$ cat config.mk
export PLATFORM = sky130hd
export DESIGN_NAME = sram_async_ctrl
export DESIGN_NICKNAME = d
export VERILOG_FILES = /design/src/rtl/sram_ctrl_pkg.sv /design/src/rtl/sram_phase_timer.sv /design/src/rtl/sram_seq.sv /design/src/rtl/sram_pin_map.sv /design/src/rtl/sram_async_ctrl.sv
export SDC_FILE = /design/constraint.sdc
export NUM_CORES = 1
export LEC_CHECK = 0
export ABC_AREA = 1
export BUFFER_PORTS_ARGS = -buffer_cell sky130_fd_sc_hd__buf_2
export CAP_MARGIN = 20
export CORE_ASPECT_RATIO = 0.8
export CORE_MARGIN = 8
export CORE_UTILIZATION = 45
export CTS_BUF_LIST = sky130_fd_sc_hd__clkbuf_4
export DETAILED_ROUTE_END_ITERATION = 10
export PLACE_DENSITY = 0.87
export SLEW_MARGIN = 5
export SYNTH_ARGS = -nofsm -noshare
export SYNTH_HDL_FRONTEND = slang
export SYNTH_SLANG_ARGS = --single-unit
export TNS_END_PERCENT = 30
$ cat constraint.sdc
create_clock -name clk -period 1.29 [get_ports clk]
set_input_delay 0.129 -clock clk [delete_from_list [all_inputs] [get_ports clk]]
set_output_delay 0.129 -clock clk [all_outputs]
set_load 0.02 [all_outputs]
$ cat src/rtl/sram_ctrl_pkg.sv
package sram_ctrl_pkg;

  typedef enum logic [2:0] {
    PH_IDLE   = 3'd0,
    PH_SETUP  = 3'd1,
    PH_STROBE = 3'd2,
    PH_HOLD   = 3'd3,
    PH_RECOV  = 3'd4
  } phase_e;

  // pin levels exactly as they appear at the RAM
  typedef struct packed {
    logic sel_n;
    logic sel;
    logic wr_n;
    logic rd_n;
    logic drive;
  } pins_t;

  localparam pins_t PINS_QUIET = '{sel_n: 1'b1, sel: 1'b0, wr_n: 1'b1, rd_n: 1'b1, drive: 1'b0};

  localparam int END_BY_WR    = 0;
  localparam int END_BY_SEL_N = 1;
  localparam int END_BY_SEL   = 2;

  function automatic int max4(int a, int b, int c, int d);
    int m;
    m = a;
    if (b > m) m = b;
    if (c > m) m = c;
    if (d > m) m = d;
    return m;
  endfunction

  // minimum nanosecond limits per grade versus cycle counts at the clock period
  function automatic bit timing_ok(int per_ps, int grade_ns, int su, int wp, int acc, int turn);
    int t_wp;
    int t_ds;
    int t_cyc;
    int t_dis;
    bit fast;
    fast  = (grade_ns <= 70);
    t_wp  = fast ? 50 : 70;
    t_ds  = fast ? 35 : 40;
    t_cyc = fast ? 70 : 100;
    t_dis = fast ? 30 : 35;
    return (su >= 1) && (turn >= 1) && (wp >= 1) && (acc >= 1) &&
           (wp * per_ps >= t_wp * 1000) &&
           ((su + wp) * per_ps >= t_ds * 1000) &&
           (acc * per_ps >= t_cyc * 1000) &&
           ((su + wp + 1) * per_ps >= t_cyc * 1000) &&
           (turn * per_ps >= t_dis * 1000);
  endfunction

endpackage

$ cat src/rtl/sram_phase_timer.sv
module sram_phase_timer #(
  parameter int CW = 4
) (
  input  logic          clk,
  input  logic          rst,
  input  logic          load,
  input  logic [CW-1:0] load_val,
  output logic          expire
);

  logic [CW-1:0] cnt_q;

  always_ff @(posedge clk) begin
    if (rst) begin
      cnt_q <= '0;
    end else if (load) begin
      cnt_q <= load_val;
    end else if (cnt_q != '0) begin
      cnt_q <= cnt_q - 1'b1;
    end
  end

  assign expire = (cnt_q == '0);

endmodule

$ cat src/rtl/sram_seq.sv
module sram_seq
  import sram_ctrl_pkg::*;
#(
  parameter int SU_CYC   = 1,
  parameter int WP_CYC   = 7,
  parameter int ACC_CYC  = 9,
  parameter int TURN_CYC = 4,
  parameter int CW       = 4
) (
  input  logic   clk,
  input  logic   rst,
  input  logic   req,
  input  logic   we,
  output phase_e phase_d,
  output logic   wr_d,
  output logic   accept,
  output logic   capture,
  output logic   done
);

  phase_e        phase_q;
  logic          wr_q;
  logic          load;
  logic [CW-1:0] len;
  logic          expire;

  sram_phase_timer #(.CW(CW)) u_timer (
    .clk      (clk),
    .rst      (rst),
    .load     (load),
    .load_val (len),
    .expire   (expire)
  );

  always_comb begin
    phase_d = phase_q;
    wr_d    = wr_q;
    load    = 1'b0;
    len     = '0;
    unique case (phase_q)
      PH_IDLE: begin
        if (req) begin
          phase_d = PH_SETUP;
          wr_d    = we;
          load    = 1'b1;
          len     = CW'(SU_CYC - 1);
        end
      end
      PH_SETUP: begin
        if (expire) begin
          phase_d = PH_STROBE;
          load    = 1'b1;
          len     = wr_q ? CW'(WP_CYC - 1) : CW'(ACC_CYC - 1);
        end
      end
      PH_STROBE: begin
        if (expire) begin
          load    = 1'b1;
          if (wr_q) begin
            phase_d = PH_HOLD;
            len     = '0;
          end else begin
            phase_d = PH_RECOV;
            len     = CW'(TURN_CYC - 1);
          end
        end
      end
      PH_HOLD: begin
        if (expire) begin
          phase_d = PH_RECOV;
          load    = 1'b1;
          len     = CW'(TURN_CYC - 1);
        end
      end
      PH_RECOV: begin
        if (expire) phase_d = PH_IDLE;
      end
      default: phase_d = PH_IDLE;
    endcase
  end

  always_ff @(posedge clk) begin
    if (rst) begin
      phase_q <= PH_IDLE;
      wr_q    <= 1'b0;
    end else begin
      phase_q <= phase_d;
      wr_q    <= wr_d;
    end
  end

  assign accept  = (phase_q == PH_IDLE) && req;
  assign capture = (phase_q == PH_STROBE) && !wr_q && expire;
  assign done    = (phase_q == PH_RECOV) && expire;

endmodule

$ cat src/rtl/sram_pin_map.sv
module sram_pin_map
  import sram_ctrl_pkg::*;
#(
  parameter int END_MODE = END_BY_WR
) (
  input  phase_e phase,
  input  logic   wr,
  output pins_t  pins
);

  // pattern used just before and just after the common write window
  pins_t edge_pat;

  generate
    if (END_MODE == END_BY_SEL_N) begin : g_end_sel_n
      assign edge_pat = '{sel_n: 1'b1, sel: 1'b1, wr_n: 1'b0, rd_n: 1'b1, drive: 1'b1};
    end else if (END_MODE == END_BY_SEL) begin : g_end_sel
      assign edge_pat = '{sel_n: 1'b0, sel: 1'b0, wr_n: 1'b0, rd_n: 1'b1, drive: 1'b1};
    end else begin : g_end_wr
      assign edge_pat = '{sel_n: 1'b0, sel: 1'b1, wr_n: 1'b1, rd_n: 1'b1, drive: 1'b1};
    end
  endgenerate

  always_comb begin
    pins = PINS_QUIET;
    unique case (phase)
      PH_SETUP, PH_HOLD: begin
        if (wr) pins = edge_pat;
      end
      PH_STROBE: begin
        pins.sel_n = 1'b0;
        pins.sel   = 1'b1;
        if (wr) begin
          pins.wr_n  = 1'b0;
          pins.drive = 1'b1;
        end else begin
          pins.rd_n  = 1'b0;
        end
      end
      default: pins = PINS_QUIET;
    endcase
  end

endmodule

$ cat src/rtl/sram_async_ctrl.sv
module sram_async_ctrl
  import sram_ctrl_pkg::*;
#(
  parameter int ADDR_W   = 13,
  parameter int DATA_W   = 8,
  parameter int CLK_PS   = 8000,
  parameter int GRADE_NS = 70,
  parameter int SU_CYC   = 1,
  parameter int WP_CYC   = 7,
  parameter int ACC_CYC  = 9,
  parameter int TURN_CYC = 4,
  parameter int END_MODE = 0
) (
  input  logic              clk,
  input  logic              rst,
  input  logic              req,
  input  logic              we,
  input  logic [ADDR_W-1:0] addr,
  input  logic [DATA_W-1:0] wdata,
  output logic              ack,
  output logic [DATA_W-1:0] rdata,
  output logic [ADDR_W-1:0] ram_addr,
  output logic              ram_sel_n,
  output logic              ram_sel,
  output logic              ram_wr_n,
  output logic              ram_rd_n,
  output logic [DATA_W-1:0] ram_dq_out,
  output logic              ram_dq_oe,
  input  logic [DATA_W-1:0] ram_dq_in
);

  localparam int MAXC = max4(SU_CYC, WP_CYC, ACC_CYC, TURN_CYC);
  localparam int CW   = $clog2(MAXC + 1);
  localparam bit TIMING_FITS = timing_ok(CLK_PS, GRADE_NS, SU_CYC, WP_CYC, ACC_CYC, TURN_CYC);

  generate
    if (!TIMING_FITS) begin : g_timing_short
      $error("sram_async_ctrl: cycle counts do not meet the selected speed grade");
    end
  endgenerate

  phase_e phase_d;
  logic   wr_d;
  logic   accept;
  logic   capture;
  logic   done;
  pins_t  pins_d;
  pins_t  pins_q;

  sram_seq #(
    .SU_CYC   (SU_CYC),
    .WP_CYC   (WP_CYC),
    .ACC_CYC  (ACC_CYC),
    .TURN_CYC (TURN_CYC),
    .CW       (CW)
  ) u_seq (
    .clk     (clk),
    .rst     (rst),
    .req     (req),
    .we      (we),
    .phase_d (phase_d),
    .wr_d    (wr_d),
    .accept  (accept),
    .capture (capture),
    .done    (done)
  );

  sram_pin_map #(.END_MODE(END_MODE)) u_map (
    .phase (phase_d),
    .wr    (wr_d),
    .pins  (pins_d)
  );

  logic [ADDR_W-1:0] addr_q;
  logic [DATA_W-1:0] wdata_q;
  logic [DATA_W-1:0] rdata_q;
  logic              ack_q;

  always_ff @(posedge clk) begin
    if (rst) begin
      pins_q  <= PINS_QUIET;
      addr_q  <= '0;
      wdata_q <= '0;
      rdata_q <= '0;
      ack_q   <= 1'b0;
    end else begin
      pins_q <= pins_d;
      ack_q  <= done;
      if (accept) begin
        addr_q  <= addr;
        wdata_q <= wdata;
      end
      if (capture) rdata_q <= ram_dq_in;
    end
  end

  assign ack        = ack_q;
  assign rdata      = rdata_q;
  assign ram_addr   = addr_q;
  assign ram_sel_n  = pins_q.sel_n;
  assign ram_sel    = pins_q.sel;
  assign ram_wr_n   = pins_q.wr_n;
  assign ram_rd_n   = pins_q.rd_n;
  assign ram_dq_out = wdata_q;
  assign ram_dq_oe  = pins_q.drive;

endmodule

==> results of run 1 <==
==> worst reg2reg max path, stage by stage, from the launching register on <==
cell	delay, ps
dfxtp_2	340
inv_2	70
ha_4	180
nand3_4	140
nor2_2	210
nand2_4	120
o21ai_0	170
nor2_1	60
==> where the power goes <==
part	total, W	internal [W]	leakage, nW	switching (W)
Clock	0.000817	0.000399	0.0426	0.000418
Combinational	0.00261	0.000987	0.757	0.00162
Sequential	0.00183	0.00165	0.354	0.000178
==> stage by stage <==
step	hold WS, ps	utilization, %	power [W]	setup WS (ps)	setup TNS [ps]
after global routing	1.33	63.5	0.00563	-165	-2600
final	19.1	63.5	0.00525	-97.6	-838
after detailed placement	372	58.4	0.00404	-96.2	-710
after floorplan	201	-	0.00336	19.2	0
after global placement	368	58.4	0.00396	-30.3	-30.3
after CTS	7.35	61.9	0.00501	-30.7	-254
==> worst min-delay path by stage <==
stage	startpoint	endpoint	slack, ps	cells past startpoint
global route	addr[1]	ram_addr[1]	1	3
CTS	addr[4]	ram_addr[4]	7	3
finish	addr[4]	ram_addr[4]	20	3
floorplan	rst	u_seq.phase_q[0]	200	1
global placement	rst	u_seq.phase_q[0]	370	2
detailed placement	rst	u_seq.phase_q[0]	370	2
==> placed cells by master, fill, tap and decap left out <==
cell / instances
a21oi_1: 4
a21oi_4: 1
buf_12: 2
buf_2: 67
buf_4: 12
bufinv_16: 1
clkbuf_4: 5
clkinv_1: 1
clkinv_2: 1
clkinvlp_4: 1
dfxtp_1: 40
dfxtp_2: 3
dlygate4sd3_1: 1
ha_4: 1
inv_1: 10
inv_2: 5
nand2_1: 14
nand2_2: 5
nand2_4: 4
nand3_1: 13
nand3_2: 1
nand3_4: 1
nand4_1: 2
nor2_1: 65
nor2_2: 5
nor2_4: 4
o21a_1: 1
o21ai_0: 25
o21ai_1: 10
xor2_1: 2
==> final cells by class <==
cell class / count / area (sq um) / share of cell area (%)
multi-input cells: 158 / 816 / 34.7
inverters: 16 / 63.8 / 2.71
well taps: 44 / 55.1 / 2.34
flip-flops and latches: 43 / 865 / 36.8
clock buffers: 5 / 37.5 / 1.60
clock inverters: 3 / 38.8 / 1.65
repair buffers: 82 / 475 / 20.2
==> per-layer routing <==
layer	wire [um]	vias up	part of all wire [%]
met5	0	-	0
li1	-	887	-
met2	2060	78	45
met4	99	0	2.1
met3	510	8	11
met1	1950	765	42
==> cell families (layout without fill, tap and decap cells) <==
group	Yosys count	after routing
AND/OR/NAND/NOR	114	114
adder cells (fa/ha/maj)	1	1
AO/OA/AOI/OAI	41	41
buffers and inverters	24	106
flip-flops	43	43
XOR/XNOR	2	2
==> flip-flops by register name, summed over array words and instances, names as in the netlist <==
signal               count
ram_addr                13
ram_dq_oe                1
ack                      1
u_seq.u_timer.cnt_q      4
ram_dq_out               8
u_seq.wr_q               1
ram_rd_n                 1
ram_sel                  1
ram_sel_n                1
rdata                    8
ram_wr_n                 1
u_seq.phase_q            3
==> what timing repair did <==
action	4_1_cts	5_1_grt
pin swaps	12	3
setup buffers	1	2
resized for setup	12	20
hold buffers	1	0
endpoints found under the hold margin	1	0
setup endpoints to repair	15	32
==> reports/metrics.csv, run 1 <==
stage;metric;value;unit
global_routing;Global Route Usage Sum;15.1;%
placed_design;Final Wtd Congestion;0.844;
flow_run;max_cap viols;0;
floorplan;I/O Pins;68;
critical_path;Critical Path Start;u_seq.u_timer.cnt_q[1];
finish;Final Cell Area;0.00235;sq mm
critical_path;Worst setup EP type;flop;
critical_path;Reg2Reg Setup Slack;-100;ps
logic_synthesis;share of the synthesized area in the top cell type;50.7;%
sta;slew of the pin with the lowest slew margin;351;ps
finish;NumNets Final;340;
critical_path;Critical Path AT;1640;ps
floorplan;Die X;84.7;um
sta;Slew Limit Fails;0;
sta;RSZ-0062 raised after global routing;yes;
critical_path;Slowest-stage cell, CP;dfxtp_2;
sta;final hold vios;0;
global_routing;largest net degree at the start of global routing;25;
sta;final worst setup slack;-97.6;ps
critical_path;Top delay family on crit path;simple AND/OR/NAND/NOR gates;
status;failing checks;negative setup slack;
logic_synthesis;post-synthesis sequential area ratio;50.7;%
finish;final-layout fill cell count;337;
logic_synthesis;Syn Std Cell Area;0.00170;sq mm
logic_synthesis;post-synthesis register bit count;43;
clock_network;worst-skew pair later-pin latency;350;ps
logic_synthesis;ys async rst share;0;%
clock_network;H-tree levels;2;
global_routing;GR peak layer;met2;
clock_network;clk root buf;clkbuf_4;
critical_path;cell count along the critical path;7;
finish;Ant. Diodes;0;
hold_path;Hold WC Path Type;in2reg;
route;Vias per Instance;4.95;
sta;final worst-path cycle share;108;%
logic_synthesis;Synthesized Nets;259;
logic_synthesis;Syn Inst Count;225;
critical_path;crit path buf inv count;1;
power;static leakage;1.15;nW
global_routing;M1 GR Usage;16.2;%
logic_synthesis;Most used DFF post-synth;dfxtp_1;
route;DRT Wirelength;4.62;mm
global_routing;Congestion Overflow GR;0;
clock_network;CTS Sinks;43;
floorplan;die height;71.0;um
global_routing;met2 GRT Util;23.6;%
placed_design;Buffers on Ports;67;
logic_synthesis;main combinational cell family by area after synthesis;simple AND/OR/NAND/NOR gates;
route;First DRT Iteration DRCs;108;
critical_path;worst reg-to-reg path cell count;7;
sta;final setup fails;15;
clock_network;Clock Pin Slew Worst Setup and Hold Paths;120;ps
finish;layout cells sized above 1;38.8;%
logic_synthesis;Adder-Cell Fraction of Synth Area;0.736;%
global_routing;first-pass GRT wire length;7.39;mm
critical_path;critical path endpoint;rdata[5];
logic_synthesis;syn avg cell area;7.55;sq um
critical_path;CP Cell Sequence;inv_2, ha_4, nand3_4, nor2_2, nand2_4, o21ai_0, nor2_1;
critical_path;worst-path maximum fanout;9;
power;PD cells;2230;mW/mm^2
route;Avg WL per Cell;13.2;um
logic_synthesis;most frequent cell after synthesis;nor2_1;
status;result of the run;complete, but fails checks;
clock_network;worst-case clock buffer depth;2;
sta;max_slew headroom;76.5;%
floorplan;Initial Utilization;45.9;%
critical_path;Reg-to-Reg Start;u_seq.u_timer.cnt_q[1];
power;VDD IR max;1.19;mV
logic_synthesis;Synth Area in Compound Gates;12.4;%
logic_synthesis;Synth Warn #;0;
logic_synthesis;post-synthesis xor/xnor area fraction;1.03;%
critical_path;reg2reg end;rdata[5];
floorplan;Die ar.;0.00601;sq mm
global_routing;vias in the first global route;1651;
logic_synthesis;EDFF count, synth;0;
floorplan;Site Rows;20;
finish;synthesis-to-finish area growth;38.4;%
route;via count;1738;
placed_design;HPWL after detailed placement;3.21;mm
logic_synthesis;multiplexer area fraction after synthesis;0;%
logic_synthesis;simple-gate share of the synthesized area;28.8;%
logic_synthesis;Synth area leader;dfxtp_1;
clock_network;Num CTS Buffers;5;
placed_design;DP Cell Count;339;
clock_network;CTS tree;built;
route;Routed Antenna Nets;0;
route;drt drc;0;
critical_path;Max stage delay on crit path;340;ps
logic_synthesis;synth cell count leaders;nor2_1 (71), dfxtp_1 (43), o21ai_0 (33);
critical_path;startpoint types;flop;
finish;post-route insts no fill;351;
floorplan;Core Area;0.00370;sq mm
logic_synthesis;Area contributors post-synth;dfxtp_1 (51%), nor2_1 (16%), o21ai_0 (9.7%);
route;Pre-antenna DRT Iters;4;
sta;Final Critical Period;1390;ps
placed_design;Placement Cell Area;0.00216;sq mm
sta;clk_skew;5.11;ps
logic_synthesis;Synth cell types;22;
global_routing;GR Layer Usage met3;8.22;%
global_routing;initial antenna violation count;0;
sta;achievable clock frequency;721;MHz
critical_path;critical path class;reg2reg;
critical_path;CP required;1540;ps
No activity file was read; power rests on OpenSTA's default activity.
==> run 2, diff against run 1 <==
SKIP_CTS_REPAIR_TIMING = 1   (was not set)
==> run 2 against run 1 <==
The flow still finishes with violations (negative setup slack); global-route usage shrank 0.66 points; non-clock buffer count rose by 1; count of clock-buffer cells in the layout is the same; combinational power shrank 2%; power fell by 1.2%; sequential share of layout area decreased by 0.098 points; sequential power about the same; critical path type unchanged; critical endpoint is now rdata[4]; largest power group unchanged.
==> reports/metrics.csv, run 2 (synthesis results as in run 1) <==
stage;metric;value;unit;change
sta;slew of the pin with the lowest slew margin;394;ps;+42.5 ps
floorplan;Die ar.;0.00601;sq mm;unchanged
power;switching share of power;41.8;%;-0.42 points
sta;final worst setup slack;-78.9;ps;+18.7 ps
power;combinational group share of total power;49.2;%;-0.5 points
clock_network;Clock Pin Slew Worst Setup and Hold Paths;120;ps;about the same
finish;NumNets Final;341;;+0.29%
route;drt drc;0;;unchanged
power;clock network power share;15.6;%;about the same
floorplan;die height;71.0;um;unchanged
critical_path;Reg2Reg Setup Slack;-80;ps;+20 ps
sta;final setup fails;14;;-1
critical_path;worst-path maximum fanout;9;;unchanged
finish;layout cells sized above 1;38.3;%;-0.45 points
placed_design;Final Wtd Congestion;0.844;;unchanged
placed_design;Buffers on Ports;67;;unchanged
finish;most frequent cells in the layout;buf_2 (67), nor2_1 (65), dfxtp_1 (40);;
power;VDD IR max;1.17;mV;-1.8%
floorplan;Core Area;0.00370;sq mm;unchanged
route;First DRT Iteration DRCs;63;;-42%
finish;post-route insts no fill;352;;+0.28%
finish;max reg flops;13;;unchanged
power;switching pwr;0.00217;W;-2.2%
route;via count;1721;;-0.98%
route;Pre-antenna DRT Iters;4;;unchanged
status;result of the run;complete, but fails checks;;
floorplan;Site Rows;20;;unchanged
floorplan;Die X;84.7;um;unchanged
placed_design;DP Cell Count;339;;unchanged
critical_path;CP required;1540;ps;about the same
placed_design;HPWL after detailed placement;3.21;mm;unchanged
sta;achievable clock frequency;730;MHz;+1.4%
finish;register area;865;sq um;unchanged
finish;synthesis-to-finish area growth;38.7;%;
power;PD cells;2200;mW/mm^2;-1.5%
global_routing;initial antenna violation count;0;;unchanged
floorplan;I/O Pins;68;;unchanged
critical_path;startpoint types;flop;;
route;Routed Antenna Nets;0;;unchanged
sta;RSZ-0062 raised after global routing;yes;;
finish;commonest non-fill, non-tap cell in the layout;buf_2;;
route;Vias per Instance;4.89;;-1.3%
status;failing checks;negative setup slack;;
power;Int Pwr;0.00302;W;-0.54%
hold_path;Hold WC Path Type;in2reg;;
global_routing;first-pass GRT wire length;7.08;mm;-4.2%
floorplan;Initial Utilization;45.9;%;unchanged
route;DRT Wirelength;4.60;mm;-0.39%
sta;setup TNS;-794;ps;+44.3 ps
power;Sequential Power Share;35.2;%;+0.4 points
global_routing;Global Route Usage Sum;14.4;%;-0.66 points
sta;max_slew headroom;73.7;%;-2.8 points
critical_path;Critical Path AT;1620;ps;-20 ps
clock_network;worst-case clock buffer depth;2;;unchanged
finish;final-layout fill cell count;338;;+0.30%
sta;clk_skew;2.89;ps;-2.22 ps
clock_network;clk root buf;clkbuf_4;;
power;static leakage;1.15;nW;-0.37%
sta;final hold vios;0;;unchanged
critical_path;Worst setup EP type;flop;;
finish;Ant. Diodes;0;;unchanged
clock_network;H-tree levels;2;;unchanged
clock_network;worst-skew pair later-pin latency;340;ps;about the same
flow_run;max_cap viols;0;;unchanged
clock_network;Num CTS Buffers;5;;unchanged
global_routing;Congestion Overflow GR;0;;unchanged
clock_network;CTS tree;built;;
clock_network;CTS Sinks;43;;unchanged
critical_path;critical path class;reg2reg;;
global_routing;largest net degree at the start of global routing;25;;unchanged
global_routing;vias in the first global route;1604;;-2.8%
sta;Slew Limit Fails;0;;unchanged
route;Avg WL per Cell;13.1;um;-0.67%
sta;Final Critical Period;1370;ps;-18.7 ps
sta;final worst-path cycle share;106;%;-1.4 points
finish;area occupied by multi-input gates;816;sq um;unchanged
## run 2: changes by cell type in the layout (fill, tap and decap cells not counted), sizes merged
cell / before / now
inv: 15 / 16
clkinvlp: 1 / 0
dlygate4sd3: 1 / 2
## run 2: final timing paths
kind / depth (start not counted) / end / from
setup / recovery: 7 / rdata[4] / u_seq.u_timer.cnt_q[1]
setup reg to reg: 7 / rdata[4] / u_seq.u_timer.cnt_q[1]
hold reg to reg: 2 / rdata[3] / rdata[3]
hold / removal: 3 / ram_addr[4] / addr[4]
## run 2: metal layers
| metal | global-route usage, % | up-vias | share of wire [%] |
|---|---|---|---|
| met2 | 22.1 | 84 | 46 |
| li1 | - | 883 | - |
| met5 | 0 | - | 0 |
| met1 | 16.2 | 748 | 42 |
| met4 | 6.30 | 0 | 1.7 |
| met3 | 7.87 | 6 | 11 |
## run 2: power by group through the flow
| stage | Combinational, W | Sequential [W] | Clock [W] |
|---|---|---|---|
| after floorplan | 0.00126 | 0.00211 | 0 |
| after global placement | 0.00214 | 0.00182 | 0 |
| after detailed placement | 0.00221 | 0.00183 | 0 |
| after CTS | 0.00221 | 0.00181 | 0.000837 |
| after global routing | 0.00280 | 0.00185 | 0.000905 |
| final | 0.00255 | 0.00182 | 0.000810 |
## run 2: area by class of cell
cell class	count	area share (%)
sequential	43	36.7
multi-input combinational	158	34.6
timing repair buffer	83	20.6
inverter	16	2.55
tap	44	2.34
clock inverter	3	1.65
clock buffer	5	1.59
## run 2: through the flow
stage          instance area (sq um)  hold slack (ps)  setup WS (ps)  util (%)  total power (W)
2_1_floorplan                   1710              201           19.2         -          0.00336
3_3_place_gp                    2160              368          -30.3      58.4          0.00396
3_5_place_dp                    2160              372          -96.2      58.4          0.00404
4_1_cts                         2240            -7.92           -127      60.4          0.00486
5_1_grt                         2360             1.28           -168      63.6          0.00556
6_report                        2360             25.8          -78.9      63.6          0.00519
## run 2: critical path: stages (launching register included)
cell     delay, ps
dfxtp_2        340
inv_2           70
ha_4           170
nand3_4        140
nor2_2         170
nand2_2        140
o21ai_0        180
nor2_1          60
==> run 3, diff against run 2 <==
CORE_UTILIZATION = 47   (was 45)
CTS_BUF_LIST = not set   (was sky130_fd_sc_hd__clkbuf_4)
clock period = 1.4 ns   (was 1.29 ns; I/O delays follow)
==> run 3 against run 2 <==
Clock skew rose by 3.4 ps; utilization rose by 2.5 points; critical endpoint is now u_seq.u_timer.cnt_q[1]; the flow now finishes without violations; sequential share of layout area rose by 1.2 points; highest routed layer unchanged; non-clock buffer count fell by 6; cell count fell by 2.3%; fmax fell by 0.98%; global-route usage rose by 0.49 points.
==> reports/metrics.csv, run 3 (synthesis results as in run 1) <==
stage;metric;value;unit;change
floorplan;Core Area;0.00345;sq mm;-6.9%
clock_network;worst-skew pair later-pin latency;290;ps;-50 ps
placed_design;DP Cell Count;335;;-1.2%
finish;commonest non-fill, non-tap cell in the layout;nor2_1;;
hold_path;Hold WC Path Type;in2reg;;
finish;layout cells sized above 1;35.8;%;-2.6 points
critical_path;Max stage delay on crit path;320;ps;-20 ps
sta;max_slew headroom;75.1;%;+1.4 points
hold_path;Hold Path Cell Cnt;2;;-1
critical_path;worst reg-to-reg path cell count;9;;+2
sta;final worst-path cycle share;98.7;%;-7.4 points
critical_path;crit path buf inv count;1;;unchanged
finish;most frequent cells in the layout;nor2_1 (68), buf_2 (67), dfxtp_1 (41);;
placed_design;Post-Place Worst Slack;-10.8;ps;+85.4 ps
route;Avg WL per Cell;12.8;um;-2.4%
sta;final worst setup slack;17.5;ps;+96.4 ps
sta;clk_skew;6.28;ps;+3.39 ps
critical_path;Top delay family on crit path;simple AND/OR/NAND/NOR gates;;
placed_design;Placement Cell Area;0.00212;sq mm;-2.0%
global_routing;Global Route Usage Sum;14.9;%;+0.49 points
finish;Final Cell Area;0.00228;sq mm;-3.3%
global_routing;largest net degree at the start of global routing;22;;-12%
finish;max reg flops;13;;unchanged
sta;Slew Limit Fails;0;;unchanged
sta;final hold vios;0;;unchanged
clock_network;worst-case clock buffer depth;2;;unchanged
placed_design;Final Wtd Congestion;0.940;;+11%
critical_path;Worst setup EP type;flop;;
route;via count;1675;;-2.7%
flow_run;max_cap viols;0;;unchanged
critical_path;critical path class;reg2reg;;
sta;achievable clock frequency;723;MHz;-0.98%
placed_design;HPWL after detailed placement;3.23;mm;+0.60%
floorplan;Die ar.;0.00581;sq mm;-3.4%
critical_path;Slowest-stage cell, CP;dfxtp_1;;
floorplan;I/O Pins;68;;unchanged
global_routing;Congestion Overflow GR;0;;unchanged
sta;final setup fails;0;;-14
power;VDD IR max;1.15;mV;-1.7%
critical_path;startpoint types;flop;;
floorplan;Die X;83.2;um;-1.7%
power;PD cells;2030;mW/mm^2;-7.7%
finish;NumNets Final;335;;-1.8%
route;First DRT Iteration DRCs;89;;+41%
finish;final core occ;66.1;%;+2.5 points
floorplan;die height;69.8;um;-1.7%
clock_network;H-tree levels;2;;unchanged
route;Pre-antenna DRT Iters;4;;unchanged
finish;Ant. Diodes;0;;unchanged
sta;slew of the pin with the lowest slew margin;373;ps;-20.4 ps
critical_path;CP Cell Sequence;inv_2, ha_4, nand2_2, nor2_4, nand2_1, nand3_1, nand3_1, nor2_1, nor2_1;;
floorplan;Initial Utilization;49.3;%;+3.4 points
global_routing;first-pass GRT wire length;7.37;mm;+4.1%
clock_network;Num CTS Buffers;5;;unchanged
global_routing;vias in the first global route;1680;;+4.7%
route;Vias per Instance;4.87;;-0.41%
placed_design;Buffers on Ports;67;;unchanged
critical_path;cell count along the critical path;9;;+2
power;static leakage;1.11;nW;-3.2%
route;drt drc;0;;unchanged
route;DRT Wirelength;4.39;mm;-4.6%
critical_path;Critical Path AT;1570;ps;-50 ps
finish;post-route insts no fill;344;;-2.3%
clock_network;clk root buf;clkbuf_8;;
critical_path;CP required;1580;ps;+40 ps
floorplan;Site Rows;19;;-5.0%
clock_network;CTS tree;built;;
finish;final-layout fill cell count;314;;-7.1%
clock_network;CTS Sinks;43;;unchanged
global_routing;initial antenna violation count;0;;unchanged
status;result of the run;complete, no violations;;
route;Routed Antenna Nets;0;;unchanged
critical_path;worst-path maximum fanout;4;;-5
finish;synthesis-to-finish area growth;34.2;%;
sta;Final Critical Period;1380;ps;+13.6 ps
clock_network;Clock Pin Slew Worst Setup and Hold Paths;70;ps;-50 ps
sta;worst hold slack;83.7;ps;+57.9 ps
==> run 3: cell type report <==
cell class              count  area [sq um]  share of cell area, %
clock buffers               5          68.8                   3.02
flip-flops and latches     43           863                   37.9
multi-input cells         158           795                   34.9
inverters                  16          62.6                   2.74
clock inverters             3          15.0                  0.659
well taps                  42          52.6                   2.31
repair buffers             77           423                   18.6
==> run 3: layer usage <==
metal  vias to the layer above  GRT usage, %  wire length, um
met2                        74          23.2             1850
met3                        10          5.52              405
met1                       723          17.5             2000
met4                         0          7.59              130
met5                         -             0                0
li1                        868             -                -
==> run 3: metrics by stage <==
step	power (W)	TNS [ps]
6_report	0.00463	0
5_1_grt	0.00499	-208
4_1_cts	0.00440	-194
3_5_place_dp	0.00363	-14.0
3_3_place_gp	0.00359	0
2_1_floorplan	0.00306	0
==> run 3: path summary, 6_finish.rpt <==
| kind | start | end | slack [ps] |
|---|---|---|---|
| worst max-delay path | u_seq.u_timer.cnt_q[1] | u_seq.u_timer.cnt_q[1] | 20 |
| worst min-delay path | rst | u_seq.phase_q[0] | 80 |
| worst max register to register | u_seq.u_timer.cnt_q[1] | u_seq.u_timer.cnt_q[1] | 20 |
| worst min register to register | rdata[4] | rdata[4] | 470 |
==> run 3: power breakdown <==
part	leakage [nW]	internal [W]	switching, W
Combinational	0.710	0.000814	0.00140
Clock	0.0477	0.000341	0.000398
Sequential	0.355	0.00152	0.000162
Total	1.11	0.00267	0.00196
==> run 3: worst register-to-register path: stages (launching register included) <==
cell	delay, ps
dfxtp_1	320
inv_2	80
ha_4	170
nand2_2	70
nor2_4	150
nand2_1	140
nand3_1	90
nand3_1	80
nor2_1	120
nor2_1	50
